--- config.mk ---
export PLATFORM = sky130hd
export DESIGN_NAME = lease_timer
export DESIGN_NICKNAME = d
export VERILOG_FILES = /design/src/rtl/lease_timer_pkg.sv /design/src/rtl/lease_lfsr_tick.sv /design/src/rtl/lease_sec_counter.sv /design/src/rtl/lease_timer.sv
export SDC_FILE = /design/constraint.sdc
export NUM_CORES = 1
export LEC_CHECK = 0
export ABC_CLOCK_PERIOD_IN_PS = 2400
export BUFFER_PORTS_ARGS = -buffer_cell sky130_fd_sc_hd__buf_2
export CORE_MARGIN = 5
export CORE_UTILIZATION = 45
export CTS_CLUSTER_SIZE = 10
export DETAILED_ROUTE_END_ITERATION = 16
export MAX_ROUTING_LAYER = met4
export PLACE_DENSITY = 0.66
export RECOVER_POWER = 25
export SETUP_SLACK_MARGIN = 0.15
export SLEW_MARGIN = 10
export SYNTH_ARGS = -nofsm -noshare
export SYNTH_HDL_FRONTEND = slang
export SYNTH_HIERARCHICAL = 1
export SYNTH_SLANG_ARGS = --single-unit
--- constraint.sdc ---
create_clock -name clk -period 2.4 [get_ports clk]
set_input_delay 0.24 -clock clk [delete_from_list [all_inputs] [get_ports clk]]
set_output_delay 0.24 -clock clk [all_outputs]
set_load 0.1 [all_outputs]
--- src/rtl/lease_timer_pkg.sv ---
package lease_timer_pkg;
  localparam int unsigned LEASE_IN_W     = 32;
  localparam int unsigned DEF_MAX_LEASE  = 86400;
  localparam int unsigned DEF_TICK_CYC   = 100_000_000;
  localparam int unsigned DEF_LFSR_W     = 27;
  // taps at stages 27, 5, 2, 1 give a maximal sequence for 27 bits
  localparam logic [DEF_LFSR_W-1:0] DEF_TAPS = 27'h400_0013;
  localparam logic [DEF_LFSR_W-1:0] DEF_SEED = 27'h000_0001;
endpackage

--- src/rtl/lease_lfsr_tick.sv ---
module lease_lfsr_tick #(
  parameter int unsigned W          = 27,
  parameter int unsigned TICK_CYCLES = 100_000_000,
  parameter logic [W-1:0] TAPS      = '0,
  parameter logic [W-1:0] SEED      = 1
) (
  input  logic clk,
  input  logic rst,
  input  logic restart,
  output logic tick
);
  typedef logic [W-1:0][W-1:0] gf2_mat_t;

  function automatic logic [W-1:0] lfsr_next(input logic [W-1:0] s);
    return {s[W-2:0], ^(s & TAPS)};
  endfunction

  function automatic logic [W-1:0] mat_apply(input gf2_mat_t m, input logic [W-1:0] v);
    logic [W-1:0] r;
    r = '0;
    for (int j = 0; j < int'(W); j++) if (v[j]) r = r ^ m[j];
    return r;
  endfunction

  // column view: result = a applied after b
  function automatic gf2_mat_t mat_compose(input gf2_mat_t a, input gf2_mat_t b);
    gf2_mat_t c;
    for (int i = 0; i < int'(W); i++) c[i] = mat_apply(a, b[i]);
    return c;
  endfunction

  function automatic logic [W-1:0] lfsr_jump(input logic [W-1:0] s, input int unsigned n);
    gf2_mat_t base, acc;
    int unsigned k;
    for (int j = 0; j < int'(W); j++) begin
      base[j] = lfsr_next({{(W-1){1'b0}}, 1'b1} << j);
      acc[j]  = {{(W-1){1'b0}}, 1'b1} << j;
    end
    k = n;
    for (int b = 0; b < 32; b++) begin
      if (k[0]) acc = mat_compose(base, acc);
      base = mat_compose(base, base);
      k = k >> 1;
    end
    return mat_apply(acc, s);
  endfunction

  localparam logic [W-1:0] TERMINAL = lfsr_jump(SEED, TICK_CYCLES - 1);

  logic [W-1:0] state_q;

  assign tick = (state_q == TERMINAL);

  always_ff @(posedge clk) begin
    if (rst || restart || tick) state_q <= SEED;
    else                        state_q <= lfsr_next(state_q);
  end

  // the shift register must never fall into the lock-up state
  a_r2_lfsr_nonzero: assert property (@(posedge clk) disable iff (rst)
    state_q != '0);
  // a restart lands the prescaler on its seed
  a_r3_restart_seed: assert property (@(posedge clk) disable iff (rst)
    restart |=> state_q == SEED);
  // a tick is a single-cycle pulse
  a_r2_tick_single: assert property (@(posedge clk) disable iff (rst)
    tick |=> !tick);
endmodule

--- src/rtl/lease_sec_counter.sv ---
module lease_sec_counter
  import lease_timer_pkg::*;
#(
  parameter int unsigned MAX_LEASE = DEF_MAX_LEASE,
  localparam int unsigned CNT_W    = $clog2(MAX_LEASE + 1)
) (
  input  logic                  clk,
  input  logic                  rst,
  input  logic                  load,
  input  logic                  clear,
  input  logic [LEASE_IN_W-1:0] lease_in,
  input  logic                  tick,
  output logic [CNT_W-1:0]      remaining,
  output logic                  renew_due,
  output logic                  expired
);
  logic             armed_q;
  logic [CNT_W-1:0] count_q, half_q, clamped;

  assign clamped = (lease_in > LEASE_IN_W'(MAX_LEASE)) ? CNT_W'(MAX_LEASE)
                                                       : lease_in[CNT_W-1:0];

  always_ff @(posedge clk) begin
    if (rst || clear) begin
      armed_q <= 1'b0;
      count_q <= '0;
      half_q  <= '0;
    end else if (load) begin
      armed_q <= 1'b1;
      count_q <= clamped;
      half_q  <= clamped >> 1;
    end else if (tick && armed_q && count_q != '0) begin
      count_q <= count_q - CNT_W'(1);
    end
  end

  assign remaining = count_q;
  assign renew_due = armed_q && (count_q <= half_q);
  assign expired   = armed_q && (count_q == '0);

  // stored count never exceeds the ceiling
  a_r4_clamp_ceiling: assert property (@(posedge clk) disable iff (rst)
    remaining <= CNT_W'(MAX_LEASE));
  // one tick removes exactly one second
  a_r5_one_per_tick: assert property (@(posedge clk) disable iff (rst)
    (tick && armed_q && remaining != '0 && !load && !clear)
      |=> remaining == $past(remaining) - CNT_W'(1));
  // expiry persists until a load or clear
  a_r7_expired_holds: assert property (@(posedge clk) disable iff (rst)
    (expired && !load && !clear) |=> expired && remaining == '0);
  // clear beats load
  a_r8_clear_wins: assert property (@(posedge clk) disable iff (rst)
    clear |=> remaining == '0 && !expired && !renew_due);
endmodule

--- src/rtl/lease_timer.sv ---
module lease_timer
  import lease_timer_pkg::*;
#(
  parameter int unsigned MAX_LEASE   = DEF_MAX_LEASE,
  parameter int unsigned TICK_CYCLES = DEF_TICK_CYC,
  parameter int unsigned LFSR_W      = DEF_LFSR_W,
  parameter logic [LFSR_W-1:0] TAPS  = DEF_TAPS,
  parameter logic [LFSR_W-1:0] SEED  = DEF_SEED,
  localparam int unsigned CNT_W      = $clog2(MAX_LEASE + 1)
) (
  input  logic                  clk,
  input  logic                  rst,
  input  logic                  lease_load,
  input  logic [LEASE_IN_W-1:0] lease_secs,
  input  logic                  lease_clear,
  output logic                  sec_tick,
  output logic [CNT_W-1:0]      secs_left,
  output logic                  renew_due,
  output logic                  lease_expired
);
  logic restart;
  assign restart = lease_load | lease_clear;

  lease_lfsr_tick #(
    .W(LFSR_W), .TICK_CYCLES(TICK_CYCLES), .TAPS(TAPS), .SEED(SEED)
  ) u_prescale (
    .clk(clk), .rst(rst), .restart(restart), .tick(sec_tick)
  );

  lease_sec_counter #(.MAX_LEASE(MAX_LEASE)) u_count (
    .clk(clk), .rst(rst), .load(lease_load), .clear(lease_clear),
    .lease_in(lease_secs), .tick(sec_tick),
    .remaining(secs_left), .renew_due(renew_due), .expired(lease_expired)
  );
endmodule

==> impl_results.md <==
* Area of the mapped netlist at 0.00303 mm^2
* Row cnt at 29
* Initial core utilization at between 40% and 50%
* Mean area per synthesized cell at just under 9 um^2
* CTS tree: done
* First-pass GRT wire length at 13100 um
* Final Wtd Congestion at 0.884
* Biggest area consumer among synthesized cells: dfxtp_1
* Wire per inst at 16.7 um
* Multi-input logic area at 0.00179 mm^2
* Top FF cell, synth: dfxtp_1
* Fin crit share at 104%
* Ys Warns at 6
* WHS Endpoint: u_prescale/state_q[0]
* Die X at 92.0 um
* DRC at 0
* Vias in the first global route at 2662
* CORE AREA at 0.00646 mm^2
* Diodes inserted at 0
* Hold_buf cts at 0
* Area grow syn2layout at 30.5%
* Max FO, Critical Path at 5
* Fill count at approximately 580
* Worst slew pin tran at 0.876 ns
* Final Util at 61.2%
* Kind of critical path: flip-flop to flip-flop
* Synth top cells by count: 61 x dfxtp_1, 33 x nand2_1, 32 x a21oi_1, 20 x inv_1, 19 x ha_1
* Die H at 92.0 um
* R2R Path End: u_count/remaining[14]
* Failing checks: negative setup slack
* Router iterations before antenna repair at 4
* Ratio of cells with drive above 1 in the final layout at 36.9%
* Final Cell Area at approximately 0.004 mm^2
* Max Transition Viols Final at 0
* Sequential share of the synthesized area at between 40% and 50%
* Clk Latency, worst-skew pair at ~0.33 ns
* Post-synth EDFFs at 0
* Fin. Hold Viols at 0
* FF-to-FF path depth at 11
* Total CTS buffers at 9
* DP Area at 0.00352 mm^2
* Peak supply drop at around 0.54 mV
* Share of the synthesized area in the top cell type at 40.3%
* Clock skew at roughly 0.0053 ns
* R2r setup slk at -0.1 ns
* Fin crit period at 2.50 ns
* Largest net degree at the start of global routing at 27
* TritonCTS sink count at 61
* Final setup viols at 1
* Unrepaired setup endpoints after global routing: true
* IO Count at 56
* Hold Crit Start: rst
* GRT overflow at 0
* FF-to-FF Start: u_prescale/state_q[1]
* Critical path arrival at 2.77 ns
* Clock Path Buffers at 2
* Total track usage at 20.1%
* Netlist cell types at 52
* Worst-path clk slew at 0.07 ns
* Post-Place Setup Slack at around 0.012 ns
* Port bufs at 55
* Register Area at roughly 0.0013 mm^2
* Max-cap check violation count at 0
* Worst setup margin at -0.0994 ns
* Post-DP HPWL at 5840 um
* Hold depth at 2
* H-tree lvl count at 3
* CP Launch Type: flip-flop
* Area of the die at between 0.008 and 0.009 mm^2
* FF+latch count, synth at 61
* Rel. slew slack at 41.6%
* Vias per inst at 5.63
* Crit. End Element: flip-flop
* Min-Delay Path Class: input pin to flip-flop
* Initial antenna violation count at 0
* Leak at around 1.7 nW
* Antenna Nets Post-Route at 0
* DR iter-0 viols at 169
* Via count at 2843
* Setup TNS at -0.0994 ns
* Layout Nets at 479
* Critical path required time at around 2.7 ns
* Top-count cell post-synth: dfxtp_1
* Asr flop ratio synth at 0%
* Synthesized Nets at 397
* Cells after Synth at 342
* Root Buffer: clkbuf_8
* Outcome: complete, but fails checks
* Largest cells by area after synthesis: dfxtp_1 40%, ha_1 7.9%, a21oi_1 5.3%
* Fmax at 0.400 GHz
* Drt total wl at 8440 um
* Power Density at 567 mW/mm^2
## flip-flops by register name, summed over array words and instances, names as in the netlist
register,flops
u_count/remaining,17
u_count/armed_q,1
u_prescale/state_q,27
u_count/half_q,16
## placed cells by master (no fill, tap or decap), types with 6 or more instances in the layout
| cell type | Yosys | final |
|---|---|---|
| nor3_1 | 10 | 7 |
| nor4_1 | 8 | 8 |
| inv_1 | 20 | 16 |
| xor2_1 | 12 | 12 |
| dfxtp_2 | 0 | 20 |
| clkbuf_8 | 0 | 10 |
| and2_0 | 0 | 9 |
| nor2_1 | 15 | 15 |
| o21ai_0 | 17 | 13 |
| a21oi_1 | 32 | 29 |
| clkbuf_1 | 13 | 6 |
| ha_1 | 19 | 16 |
| buf_4 | 0 | 26 |
| o221a_2 | 6 | 6 |
| nand2_1 | 33 | 32 |
| buf_2 | 1 | 51 |
| and2_1 | 16 | 6 |
| dfxtp_1 | 61 | 38 |
## how the worst max path moves through the flow
stage	cells after the start	start	slack, ns	to
6_report	11	u_prescale/state_q[1]	-0.1	u_count/remaining[14]
5_1_grt	11	u_prescale/state_q[1]	-0.17	u_count/remaining[14]
4_1_cts	6	u_count/remaining[1]	0.006	lease_expired
3_5_place_dp	9	u_prescale/state_q[1]	0.01	u_count/remaining[16]
3_3_place_gp	9	u_prescale/state_q[1]	0.06	u_count/remaining[16]
2_1_floorplan	9	u_prescale/state_q[1]	-0.20	u_count/remaining[16]
## worst max-delay path: stages, from the launching register on
cell	delay, ns
dfxtp_2	0.32
inv_2	0.04
ha_1	0.11
or4b_4	0.46
nor4_4	0.16
and2_4	0.20
nand2_4	0.05
or3_4	0.40
buf_4	0.15
nor3_4	0.12
xor2_1	0.20
o221a_1	0.21
## power breakdown
part	internal, W	switching (W)
Combinational	0.000155	0.000258
Clock	0.000395	0.000377
Sequential	0.00103	0.0000264
Total	0.00158	0.000662
## metrics by stage
stage | hold slack (ns) | power (W) | std cells
2_1_floorplan | 0.339 | 0.00133 | 342
3_3_place_gp | 0.418 | 0.00144 | 471
3_5_place_dp | 0.422 | 0.00144 | 471
4_1_cts | 0.154 | 0.00222 | 494
5_1_grt | 0.158 | 0.00234 | 505
6_report | 0.166 | 0.00224 | 505
## cell type report
type,count,share of cell area (%)
Inverter,20,1.90
Timing Repair Buffer,87,14.6
Clock buffer,13,3.77
Clock inverter,2,0.253
Sequential cell,61,31.8
Tap cell,77,2.44
Multi-Input combinational cell,245,45.3
## cell families (layout without fill, tap and decap cells)
kind of cell	after synthesis	in the layout	share of synthesized area, %
AND/OR/NAND/NOR	127	127	24.5
flip-flops	61	61	40.3
buffers and inverters	36	122	5.00
AO/OA/AOI/OAI	84	84	17.9
adder cells (fa/ha/maj)	19	19	7.85
XOR/XNOR	15	15	4.34
## repair_timing
action                                  4_1_cts  5_1_grt
gates resized for setup                      13       28
pin swaps                                     6       15
buffers inserted                              8       11
endpoints found under the setup margin        7       14
hold endpoints to repair                      0        0
## layer usage
metal,vias to the layer above,GRT usage [%],wire [um]
met5,-,-,0
li1,1403,-,-
met1,1351,24.6,3690
met2,72,32.1,4130
met4,0,7.80,219
met3,17,4.99,402
No activity file was read; power rests on OpenSTA's default activity.
